**config.mk**
```make
export PLATFORM = sky130hd
export DESIGN_NAME = calib_prescaler
export DESIGN_NICKNAME = d
export VERILOG_FILES = /design/src/rtl/calib_prescaler_pkg.sv /design/src/rtl/cal_fast_div.sv /design/src/rtl/cal_second_div.sv /design/src/rtl/cal_cycle_track.sv /design/src/rtl/calib_prescaler.sv
export SDC_FILE = /design/constraint.sdc
export NUM_CORES = 1
export LEC_CHECK = 0
export BUFFER_PORTS_ARGS = -buffer_cell sky130_fd_sc_hd__buf_2
export CORE_ASPECT_RATIO = 1.5
export CORE_MARGIN = 8
export CORE_UTILIZATION = 45
export DETAILED_ROUTE_END_ITERATION = 6
export GPL_ROUTABILITY_DRIVEN = 0
export GPL_TIMING_DRIVEN = 0
export HOLD_SLACK_MARGIN = 0.08
export PLACE_DENSITY_LB_ADDON = 0.1
export SLEW_MARGIN = 20
export SYNTH_ARGS = -nofsm -noshare
export SYNTH_HDL_FRONTEND = slang
export SYNTH_SLANG_ARGS = --single-unit
```
**constraint.sdc**
```tcl
create_clock -name clk -period 4.6 [get_ports clk]
set_clock_uncertainty 0.05 [all_clocks]
set_input_delay 0.23 -clock clk [delete_from_list [all_inputs] [get_ports clk]]
set_output_delay 0.23 -clock clk [all_outputs]
set_load 0.005 [all_outputs]
```
**src/rtl/calib_prescaler_pkg.sv**
```systemverilog
package calib_prescaler_pkg;
  typedef enum logic [1:0] {
    ADJ_NONE  = 2'd0,
    ADJ_SHORT = 2'd1,
    ADJ_LONG  = 2'd2
  } adj_mode_e;
endpackage

```
**src/rtl/cal_fast_div.sv**
```systemverilog
module cal_fast_div #(
  parameter int LOW_W  = 8,
  parameter int FT_BIT = 5
) (
  input  logic clk,
  input  logic rst_n,
  input  logic halt,
  output logic half_pulse,
  output logic ftest
);
  logic [LOW_W-1:0] lo_cnt;

  always_ff @(posedge clk or negedge rst_n) begin
    if (!rst_n)    lo_cnt <= '0;
    else if (halt) lo_cnt <= '0;
    else           lo_cnt <= lo_cnt + 1'b1;
  end

  assign half_pulse = !halt && (&lo_cnt[LOW_W-2:0]);
  assign ftest      = lo_cnt[FT_BIT];


  halt_clears_ft_chk: assert property (@(posedge clk) disable iff (!rst_n)
    halt |=> !ftest);
endmodule

```
**src/rtl/cal_second_div.sv**
```systemverilog
module cal_second_div
  import calib_prescaler_pkg::*;
#(
  parameter int SEC_DIV = 128
) (
  input  logic      clk,
  input  logic      rst_n,
  input  logic      halt,
  input  logic      half_pulse,
  input  adj_mode_e adj_mode,
  output logic      sec_tick
);
  localparam int HALVES = 2 * SEC_DIV;
  localparam int HI_W   = $clog2(HALVES + 1);
  localparam logic [HI_W-1:0] TERM_NOM   = HI_W'(HALVES - 1);
  localparam logic [HI_W-1:0] TERM_SHORT = HI_W'(HALVES - 3);
  localparam logic [HI_W-1:0] TERM_LONG  = HI_W'(HALVES);

  logic [HI_W-1:0] hi_cnt;
  logic [HI_W-1:0] term;
  logic            at_term;

  always_comb begin
    unique case (adj_mode)
      ADJ_SHORT: term = TERM_SHORT;
      ADJ_LONG:  term = TERM_LONG;
      default:   term = TERM_NOM;
    endcase
  end

  assign at_term = half_pulse && (hi_cnt >= term);

  always_ff @(posedge clk or negedge rst_n) begin
    if (!rst_n) begin
      hi_cnt   <= '0;
      sec_tick <= 1'b0;
    end else if (halt) begin
      hi_cnt   <= '0;
      sec_tick <= 1'b0;
    end else begin
      sec_tick <= at_term;
      if (at_term)         hi_cnt <= '0;
      else if (half_pulse) hi_cnt <= hi_cnt + 1'b1;
    end
  end


  no_overflow_chk: assert property (@(posedge clk) disable iff (!rst_n)
    hi_cnt <= TERM_LONG);

  tick_single_chk: assert property (@(posedge clk) disable iff (!rst_n)
    sec_tick |=> !sec_tick);

  halt_no_tick_chk: assert property (@(posedge clk) disable iff (!rst_n)
    halt |=> !sec_tick);
endmodule

```
**src/rtl/cal_cycle_track.sv**
```systemverilog
module cal_cycle_track
  import calib_prescaler_pkg::*;
#(
  parameter int SEC_PER_MIN = 60,
  parameter int MIN_W       = 6,
  parameter int MAG_W       = 5
) (
  input  logic             clk,
  input  logic             rst_n,
  input  logic             sec_tick,
  input  logic [MAG_W-1:0] cal_mag,
  input  logic             cal_speedup,
  output adj_mode_e        adj_mode,
  output logic             min_tick
);
  localparam int SEC_W     = $clog2(SEC_PER_MIN);
  localparam int ELIG_MIN  = (1 << MIN_W) - 2;
  localparam logic [SEC_W-1:0] LAST_SEC = SEC_W'(SEC_PER_MIN - 1);
  localparam logic [MIN_W-1:0] LAST_MIN = '1;

  logic [SEC_W-1:0] sec_idx;
  logic [MIN_W-1:0] min_idx;
  logic             due;

  always_ff @(posedge clk or negedge rst_n) begin
    if (!rst_n) begin
      sec_idx <= '0;
      min_idx <= '0;
    end else if (sec_tick) begin
      if (sec_idx == LAST_SEC) begin
        sec_idx <= '0;
        min_idx <= min_idx + 1'b1;
      end else begin
        sec_idx <= sec_idx + 1'b1;
      end
    end
  end

  assign due = (sec_idx == '0) &&
               (int'(min_idx) < 2 * int'(cal_mag)) &&
               (int'(min_idx) < ELIG_MIN);

  always_comb begin
    if (!due)             adj_mode = ADJ_NONE;
    else if (cal_speedup) adj_mode = ADJ_SHORT;
    else                  adj_mode = ADJ_LONG;
  end

  assign min_tick = sec_tick && (sec_idx == LAST_SEC);


  cycle_wrap_chk: assert property (@(posedge clk) disable iff (!rst_n)
    (min_tick && min_idx == LAST_MIN) |=> (min_idx == '0));
endmodule

```
**src/rtl/calib_prescaler.sv**
```systemverilog
module calib_prescaler
  import calib_prescaler_pkg::*;
#(
  parameter int LOW_W       = 8,
  parameter int SEC_DIV     = 128,
  parameter int SEC_PER_MIN = 60,
  parameter int MIN_W       = 6,
  parameter int MAG_W       = 5,
  parameter int FT_BIT      = 5
) (
  input  logic             clk,
  input  logic             rst_n,
  input  logic             halt,
  input  logic [MAG_W-1:0] cal_mag,
  input  logic             cal_speedup,
  output logic             sec_tick,
  output logic             min_tick,
  output logic             ftest_out
);
  logic      half_pulse;
  adj_mode_e adj_mode;

  cal_fast_div #(.LOW_W(LOW_W), .FT_BIT(FT_BIT)) u_fast (
    .clk(clk), .rst_n(rst_n), .halt(halt),
    .half_pulse(half_pulse), .ftest(ftest_out)
  );

  cal_second_div #(.SEC_DIV(SEC_DIV)) u_sec (
    .clk(clk), .rst_n(rst_n), .halt(halt), .half_pulse(half_pulse),
    .adj_mode(adj_mode), .sec_tick(sec_tick)
  );

  cal_cycle_track #(.SEC_PER_MIN(SEC_PER_MIN), .MIN_W(MIN_W), .MAG_W(MAG_W)) u_trk (
    .clk(clk), .rst_n(rst_n), .sec_tick(sec_tick), .cal_mag(cal_mag),
    .cal_speedup(cal_speedup), .adj_mode(adj_mode), .min_tick(min_tick)
  );


  min_with_sec_chk: assert property (@(posedge clk) disable iff (!rst_n)
    min_tick |-> sec_tick);
endmodule

```
; ---- After elaboration in Yosys (flattened, before gate mapping)
; Cells that the tools add are included.
[word_totals]
reg_bits = 30
in_bits = 9
out_inout_bits = 3
wordCells = 34
[op_classes]
add_sub_neg = 4
magnitude_cmp = 3
eq_ne = 3
mux = 9
n_reduce_logical = 10
[ops]
columns = op, n
row1 = 9-bit 2-to-1 mux, 3
row2 = 9-bit case mux with 2 select lines, 1
row3 = "6-bit by 1-bit adder with 6-bit output, second input constant", 2
row4 = "9-bit by 1-bit adder with 9-bit output, second input constant", 1
row5 = 9-bit >= comparator, 1
row6 = "8-bit by 1-bit adder with 8-bit output, second input constant", 1
row7 = 8-bit 2-to-1 mux, 1
row8 = 7-bit AND reduction, 1
row9 = "6-bit equality test, second input constant", 1
row10 = 6-bit zero test, 1
row11 = 6-bit less-than comparator, 1
row12 = "6-bit less-than comparator, second input constant", 1
row13 = 6-bit 2-to-1 mux, 1
row14 = 1-bit logical AND, 5
row15 = 2-bit 2-to-1 mux, 2
row16 = 3-bit nonzero test, 1
row17 = "2-bit by 1-bit equality test with 1-bit output, second input constant", 1
row18 = "2-bit equality test, second input constant", 1
row19 = 2-bit AND reduction, 1
row20 = 1-bit zero test, 1
row21 = 1-bit 2-to-1 mux, 1

; ---- Logic depth before layout (Yosys ltp)
; Gate-level depths: netlist (run 1).
[logic_depth]
depth_word = 10
depth_mapped = 14
depth_no_buf = 13

; ---- By module
; A second synthesis (run 1) with hierarchy kept.
[hier_totals]
hier_cells = 176
hier_area_um2 = 1759.2
[by_module_without_submodules]
columns = mod, instances, cells_per_inst, area_each_um2, seq_area_each_um2
row1 = cal_cycle_track, 1, 72, 762.0, 300.3
row2 = cal_second_div, 1, 76, 699.4, 250.2
row3 = cal_fast_div, 1, 28, 297.8, 175.2

; ---- Worst setup path before layout (run 1)
; OpenSTA, ideal clock, no wires.
[synth_timing]
path_type = register -> register
start = reg u_trk.min_idx[5]
end = reg u_sec.hi_cnt[7]
setup_ns = 0.082
t_arrival_ns = 2.868
t_required_ns = 4.468
setup_slack_ns = 1.600
path_stages_with_launch = 14
path_buffers = 1
synth_period_minus_slack_ns = 3.000
cell_sequence = dfrtp_1 > ha_1 > a211oi_1 > nand2_1 > a31oi_1 > o21ai_0 > nor2_1 > ha_1 > a211oi_1 > o21bai_1 > a211oi_2 > buf_4 > nand3b_1 > a31oi_1
[synth_between]
elab_chain_cells = 10
elab_cells_between_ends = 13
cone_classes = 3 x order compare / 2 x eq/ne / 4 x mux / 4 x reduce/logical
[synth_lines]
columns = element, line
row1 = "start, declared", cal_cycle_track.sv:22  ; logic [MIN_W-1:0] min_idx;
row2 = "start signal, assigned", cal_cycle_track.sv:32  ; min_idx <= min_idx + 1'b1;
row3 = 6-bit less-than comparator, cal_cycle_track.sv:40  ; (int'(min_idx) < 2 * int'(cal_mag)) &&
row4 = 1-bit logical AND, cal_cycle_track.sv:39  ; assign due = (sec_idx == '0) &&
row5 = 1-bit logical AND (*), cal_cycle_track.sv:40
row6 = 2-bit 2-to-1 mux (*), cal_cycle_track.sv:44  ; if (!due) adj_mode = ADJ_NONE;
row7 = 2-bit equality test or 2-bit by 1-bit equality test with 1-bit output (tied branches), cal_second_div.sv:24  ; unique case (adj_mode)
row8 = 9-bit case mux with 2 select lines (*), cal_second_div.sv:24
row9 = 9-bit >= comparator (*), cal_second_div.sv:31  ; assign at_term = half_pulse && (hi_cnt >= term);
row10 = 1-bit logical AND (*), cal_second_div.sv:31
row11 = 9-bit 2-to-1 mux, cal_second_div.sv:42  ; if (at_term) hi_cnt <= '0;
row12 = 9-bit 2-to-1 mux, cal_second_div.sv:37  ; end else if (halt) begin
row13 = "end signal, assigned", cal_second_div.sv:43  ; else if (half_pulse) hi_cnt <= hi_cnt + 1'b1;
row14 = "end, declared", cal_second_div.sv:19  ; logic [HI_W-1:0] hi_cnt;
; Every way passes the cells marked *; elsewhere a longest branch is shown, timed or not.
; A chain may end at the register's enable or synchronous reset.

; ---- Final worst setup path (run 1)
[layout_timing]
start = reg u_trk.min_idx[5]
end = reg u_sec.hi_cnt[5]
; The elaborated chain is that of the path after synthesis.

==> summary.md, run 1 <==
| Metric | Value |
|---|---|
| Logic gate share of total power | `0.107` |
| Nets | `233` |
| Core Region | `3854 um^2` |
| Critical Path Sink Type | `register` |
| Clock network power share | `0.379` |
| Pre-Repair DR Iteration Count | `4` |
| Area added between synthesis and finish | `11.42%` |
| DR WL/cell | `14.07 um` |
| H-tree depth | `2` |
| Clock Latency Late Sink | `0.28 ns` |
| Crit Path Class | `reg2reg` |
| TNS Setup | `0 ns` |
| WL final | `3546 um` |
| Initial antenna violation count | `0` |
| HPWL after detailed placement | `2598 um` |
| Synth async-reset ratio | `1.000` |
| Yosys cell types | `39` |
| Sequential area share after synthesis | `0.4090` |
| Port bufs | `10` |
| Die Ht | `92.90 um` |
| Min Tclk post-route | `3.463 ns` |
| Worst Setup Slack, final | `1.137 ns` |
| Num ports | `12` |
| Final hold slack | `0.2840 ns` |
| Fmax | `288.8 MHz` |
| Clock slew at reported path FFs | `0.07 ns` |
| Cell count after synthesis | `188` |
| Area after DPL | `1881 um^2` |
| Fill count | `337` |
| Number of global-route vias before repair | `1,421` |
| DRT iter0 DRCs | `74` |
| Worst path required time | `4.76 ns` |
| First-pass GRT wire length | `6168 um` |
| Total GRT Usage | `0.1249` |
| DP Cell Count | `243` |
| Switch share | `0.2707` |
| Main flop type after synthesis | `dfrtp_1` |
| Pre-CTS setup slack | `1.145 ns` |
| CTS tree | `yes` |
| Area leader, netlist | `dfrtp_1` |
| Critical-path maximum fanout | `10` |
| Top post-synthesis cells by area | `dfrtp_1, ha_1, nand2_1, nand3_1, xor2_1` |
| Final Max Tran Viols | `0` |
| Post-synth top area share | `0.4090` |
| Row count | `28` |
| Reg power frac | `0.514` |
| CTS Sinks | `29` |
| Internal power | `392.4 uW` |
| Fin area | `1977 um^2` |
| Multi-input logic area | `967.2 um^2` |
| Number of nets still failing antenna checks after routing | `0` |
| Max clock buf depth | `2` |
| Synth warn | `0` |
| LEAKAGE | `0.9567 nW` |
| Syn_area_per_cell | `9.437 um^2` |
| DRC | `0` |
| Share of layout cells above drive strength 1 | `0.1498` |
| Startpoint types | `register` |
| Overflow after GRT | `0` |
| Worst slew pin tran | `0.6897 ns` |
| Post-synth EDFFs | `0` |
| PD cells | `272.2 nW/um^2` |
| Maxcap violations | `0` |
| Vias after detailed routing | `1,402` |
| Chip Width | `67.27 um` |
| Num CTS Buffers | `5` |
| Fin. Hold Viols | `0` |
| Synth Cell Area | `1774 um^2` |
| Crit path arrival time | `3.62 ns` |
| Status | `finished, final reports clean` |
| Hold Crit Class | `in2reg` |
| Register area | `725.7 um^2` |
| Sw Pwr | `145.7 uW` |
| Synth Net Count | `215` |
| Largest net degree at the start of global routing | `30` |
| Root Driver | `clkbuf_8` |
| Antenna diodes | `0` |
| Die area | `6249 um^2` |
| Vias/cell | `5.563` |
| Unrepaired setup endpoints after global routing | `no` |
| Post-route insts no fill | `252` |
| Worst vdd ir | `247.8 uV` |
| Post-CTS Resized | `0` |
| Final setup viols | `0` |
| Starting Density | `0.4604` |
| FF+latch count, synth | `29` |
| Slew headroom | `0.5367` |
| Tcrit/Tclk final | `0.7527` |
critical path, cell delays in order (launching register included):
cell and delay [ns]:
dfrtp_1 0.41, ha_1 0.30, a211oi_1 0.25, nand2_1 0.09
a31oi_1 0.15, o21ai_0 0.16, nor2_1 0.38, ha_1 0.33
a211oi_1 0.24, o21bai_1 0.12, a211oi_2 0.43, buf_4 0.25
o21ai_0 0.10, a21oi_1 0.15
power by group through the flow:
stage / clock network (mW) / registers [mW] / logic [mW]
2_1_floorplan: 0 / 0.277 / 0.0397
3_3_place_gp: 0 / 0.281 / 0.0541
3_5_place_dp: 0 / 0.281 / 0.0569
4_1_cts: 0.212 / 0.276 / 0.0582
5_1_grt: 0.223 / 0.278 / 0.0673
6_report: 0.204 / 0.277 / 0.0574
path summary, 6_finish.rpt:
path	from	endpoint	slack, ns	depth (start not counted)
worst max-delay path	u_trk.min_idx[5]	u_sec.hi_cnt[5]	1.14	13
worst max register to register	u_trk.min_idx[5]	u_sec.hi_cnt[5]	1.14	13
worst min-delay path	halt	u_fast.lo_cnt[1]	0.28	2
max in group asynchronous	rst_n	u_fast.lo_cnt[2]	3.60	2
worst min register to register	u_fast.lo_cnt[0]	u_fast.lo_cnt[0]	0.40	1
min in group asynchronous	rst_n	u_trk.sec_idx[4]	0.47	2
cell type report:
type	instances	share of cell area
plain buffers	6	0.02215
clock buffers	5	0.03481
clock inverters	3	0.008861
inverters	10	0.01899
multi-input cells	143	0.4892
flip-flops and latches	29	0.3671
well taps	45	0.02848
repair buffers	11	0.03038
state kept, by name (all words and copies together) (netlist names):
register and count:
u_sec.sec_tick 1, u_fast.lo_cnt 7, u_trk.min_idx 6, u_sec.hi_cnt 9, u_trk.sec_idx 6
cells by family after synthesis:
kind of cell	count (synthesis)	share of synthesized area
AOI/OAI and AO/OA	30	0.1008
xor gates and xnor gates	12	0.05924
adders and majority gates	18	0.1269
buffers and inverters	16	0.04584
DFF	29	0.4090
muxes	1	0.006347
and+or+nand+nor	82	0.2518
cell usage after synthesis (2+ instances only):
| cell | instances |
|---|---|
| dfrtp_1 | 29 |
| xnor2_1 | 5 |
| a21oi_1 | 9 |
| nor2_1 | 12 |
| or2_2 | 2 |
| nand2_1 | 23 |
| a31oi_1 | 6 |
| nor3_1 | 5 |
| xor2_1 | 7 |
| o21ai_0 | 9 |
| nand3_1 | 13 |
| clkbuf_1 | 3 |
| and3_1 | 5 |
| ha_1 | 18 |
| nor2b_1 | 4 |
| a211oi_1 | 2 |
| inv_1 | 10 |
| nand4_1 | 5 |
cells in the final DEF (no fill, tap or decap), drive strengths merged, types with 2 or more instances in the layout:
cell and n:
or2 2, clkinv 2, buf 12, nand2 25, o21ai 9, clkbuf 9
nand3 13, or3 2, and3 5, xnor2 5, nor2 13, inv 10
a211oi 3, nand4 6, nor4 2, xor2 7, nor2b 4, a21oi 9
dfrtp 29, nor3 5, a31oi 6, ha 18
through the flow:
stage	total power, mW	utilization
global placement	0.3347	0.4880
floorplan	0.3171	-
CTS	0.5467	0.5130
detailed placement	0.3379	0.4880
global route	0.5683	0.5130
finish	0.5381	0.5130
layer usage:
layer	vias to the layer above	GRT usage	wire [um]
met5	-	0	0
met4	0	0.06305	93
met3	8	0.03628	174
met2	23	0.2050	1768
met1	672	0.1415	1509
li1	699	-	-
what timing repair did:
item                                   in CTS  in global routing
hold buffers                                1                  0
endpoints found under the hold margin      29                  0
buffers inserted                            0                  0
Power figures use the tool's default switching activity.
==> run 2: changes to the inputs <==
ABC_AREA = 1   (was default)
clock period = 3 ns   (was 4.6 ns; I/O delays follow)
==> run 2 against run 1 <==
Register-to-register slack got worse by 0.84 ns. Core utilization up 2.1 points. Synthesized cell count grew 29%. Hold slack better by 0.10 ns. Sequential power rose by 43%. Die area is 3.4% higher. First-iteration DRC count shrank 32%. Combinational power shrank 28%. Non-clock buffer count decreased by 2. Flip-flop and latch count did not move. Critical path depth increased by 1. Routed wire length increased by 3.5%. Highest routed layer unchanged.
==> summary.md, run 2 <==
| Metric | Value |
|---|---|
| Crit path capture | `u_sec.hi_cnt[5]` |
| Most frequent cells in the layout | `nand2_1, inv_1, dfrtp_1, ha_1, nor2_1` |
| Area added between synthesis and finish | `14.33%` |
| HPWL after detailed placement | `2747 um` |
| Fin. Hold Viols | `0` |
| Biggest regs | `u_sec.hi_cnt: 9 flops, u_fast.lo_cnt: 7 flops` |
| WL met3 | `125 um` |
| Crit Path Class | `reg2reg` |
| Worst vdd ir | `301.0 uV` |
| Nets | `290` |
| Multi-input logic area | `972.2 um^2` |
| DRT iter0 DRCs | `50` |
| Reg2reg setup slack | `0.29 ns` |
| Post-route insts no fill | `309` |
| Area after DPL | `1962 um^2` |
| DRC | `0` |
| Slowest CP cell | `dfrtp_1` |
| Number of nets still failing antenna checks after routing | `0` |
| DP Cell Count | `299` |
| CTS Sinks | `29` |
| Worst Setup SP | `u_trk.min_idx[5]` |
| DR WL/cell | `11.88 um` |
| M1 WL | `1678 um` |
| Register area | `725.7 um^2` |
| Sequential area share after synthesis | `0.3922` |
| Count leader, synth | `nand2_1` |
| Vias/cell | `5.010` |
| Max incr delay on CP | `0.43 ns` |
| Tcrit/Tclk final | `0.9023` |
| Vias after detailed routing | `1,548` |
| Met2 routed WL | `1810 um` |
| Initial antenna violation count | `0` |
| PD cells | `402.0 nW/um^2` |
| Crit Reg-Reg Startpoint | `u_trk.min_idx[5]` |
| Final setup viols | `0` |
| Fill count | `392` |
| Total GRT Usage | `0.1301` |
| Commonest non-fill, non-tap cell in the layout | `nand2_1` |
| LEAKAGE | `1.152 nW` |
| Row count | `28` |
| Clock slew at reported path FFs | `0.06 ns` |
| Most used cell, CP | `nand2_1` |
| FF+latch count, synth | `29` |
| Num CTS Buffers | `5` |
| Largest Register | `u_sec.hi_cnt` |
| Highest routed layer | `met4` |
| Critical-path maximum fanout | `8` |
| Slew headroom | `0.5650` |
| Chip Width | `68.36 um` |
| Post-synth EDFFs | `0` |
| Fin area | `2116 um^2` |
| Port bufs | `11` |
| Pre-Repair DR Iteration Count | `4` |
| Fmax | `369.4 MHz` |
| Die area | `6463 um^2` |
| FF-to-FF path depth | `14` |
| H-tree depth | `2` |
| First-pass GRT wire length | `6555 um` |
| Maxcap violations | `0` |
| Critical Path Sink Type | `register` |
| Worst slew pin tran | `0.6525 ns` |
| WL final | `3670 um` |
| Hold Crit Class | `in2async` |
| Antenna diodes | `0` |
| Yosys cell types | `23` |
| CTS tree | `yes` |
| Startpoint types | `register` |
| Largest net degree at the start of global routing | `30` |
| Area leader, netlist | `dfrtp_1` |
| Crit path cell chain | `ha_1, nand2_1, nand3b_1, nor4_2, nand3_1, nor2_4, ha_1, nand2_1, inv_1, nand2_1, nand3_1, nand2_2, nand2_1, o21ai_0` |
| Synth Net Count | `270` |
| Num ports | `12` |
| Cell count after synthesis | `243` |
| Starting Density | `0.4674` |
| Post-CTS setup repair buffer count | `0` |
| FF-to-FF End | `u_sec.hi_cnt[5]` |
| Syn_area_per_cell | `7.615 um^2` |
| Most instantiated cells after synthesis | `nand2_1, inv_1, dfrtp_1` |
| Synth warn | `0` |
| Top post-synthesis cells by area | `dfrtp_1, nand2_1, ha_1, inv_1, nand3_1` |
| Max clock buf depth | `2` |
| Status | `finished, final reports clean` |
| Main flop type after synthesis | `dfrtp_1` |
| Share of layout cells above drive strength 1 | `0.1061` |
| Synth Cell Area | `1851 um^2` |
| Worst path required time | `3.13 ns` |
| Crit path arrival time | `2.84 ns` |
| Synth async-reset ratio | `1.000` |
| Post-synth top area share | `0.3922` |
| Final Max Tran Viols | `0` |
| Clock Latency Late Sink | `0.27 ns` |
| Unrepaired setup endpoints after global routing | `no` |
| Min Tclk post-route | `2.707 ns` |
| Root Driver | `clkbuf_8` |
| Die Ht | `94.54 um` |
| Core Region | `3959 um^2` |
| Overflow after GRT | `0` |
| Max reg flops | `9` |
| Number of global-route vias before repair | `1,516` |
run 2: cell families after synthesis:
logic type | share of synthesized area
fa+ha+maj | 0.1217
buf+inv | 0.09195
simple gates | 0.2860
xor+xnor | 0.03786
flops | 0.3922
compound gates | 0.07032
run 2: cell type report:
type                    count  area share
plain buffers               2    0.007688
well taps                  45     0.02661
multi-input cells         171      0.4595
clock buffers               7     0.04080
repair buffers             13     0.03548
flip-flops and latches     29      0.3430
inverters                  41     0.07274
clock inverters             1     0.01419
run 2: critical path: cells and delay by family, from the launching register on:
family	cells	cell delay, ns
AND/OR/NAND/NOR	10	1.33
adder cells (fa/ha/maj)	2	0.58
flip-flops	1	0.43
AO/OA/AOI/OAI	1	0.19
buffers and inverters	1	0.04
run 2: worst min-delay path by stage:
| stage | startpoint | slack, ns | endpoint |
|---|---|---|---|
| floorplan | rst_n | -0.20 | u_fast.lo_cnt[0] |
| global placement | rst_n | 0.18 | u_trk.sec_idx[0] |
| detailed placement | rst_n | 0.18 | u_trk.sec_idx[0] |
| CTS | rst_n | 0.41 | u_sec.sec_tick |
| global route | u_fast.lo_cnt[0] | 0.45 | u_fast.lo_cnt[0] |
| finish | rst_n | 0.39 | u_trk.sec_idx[0] |
run 2: metrics by stage:
stage                       util  hold WS [ns]  setup TNS (ns)  setup WS, ns  power, mW
final                     0.5345        0.3868               0        0.2930     0.8506
after global routing      0.5345        0.4455               0      0.009816     0.8890
after CTS                 0.5307        0.4131               0      0.007779     0.8657
after detailed placement  0.4956        0.1764         -0.2217      -0.08871     0.4432
after global placement    0.4956        0.1768        -0.08254      -0.04109     0.4429
after floorplan                -       -0.1956               0        0.4530     0.4240
run 2: routing by layer:
metal,vias up,GRT usage
met2,14,0.2255
met3,5,0.03203
met1,706,0.1461
li1,823,-
met4,0,0.05146
met5,-,0
run 2: where the power goes:
part	total [mW]	leakage [nW]	switching, mW	internal [mW]
Clock	0.413	0.0585	0.142	0.270
Sequential	0.397	0.403	0.00216	0.394
Combinational	0.0414	0.691	0.0261	0.0153
Total	0.851	1.15	0.171	0.680
run 2: timing repair:
| item | CTS | global route |
|---|---|---|
| gates cloned | 0 | 0 |
| endpoints found under the setup margin | 3 | 10 |
| hold buffers | 2 | 0 |
| gates resized for setup | 1 | 4 |
| endpoints found under the hold margin | 32 | 0 |
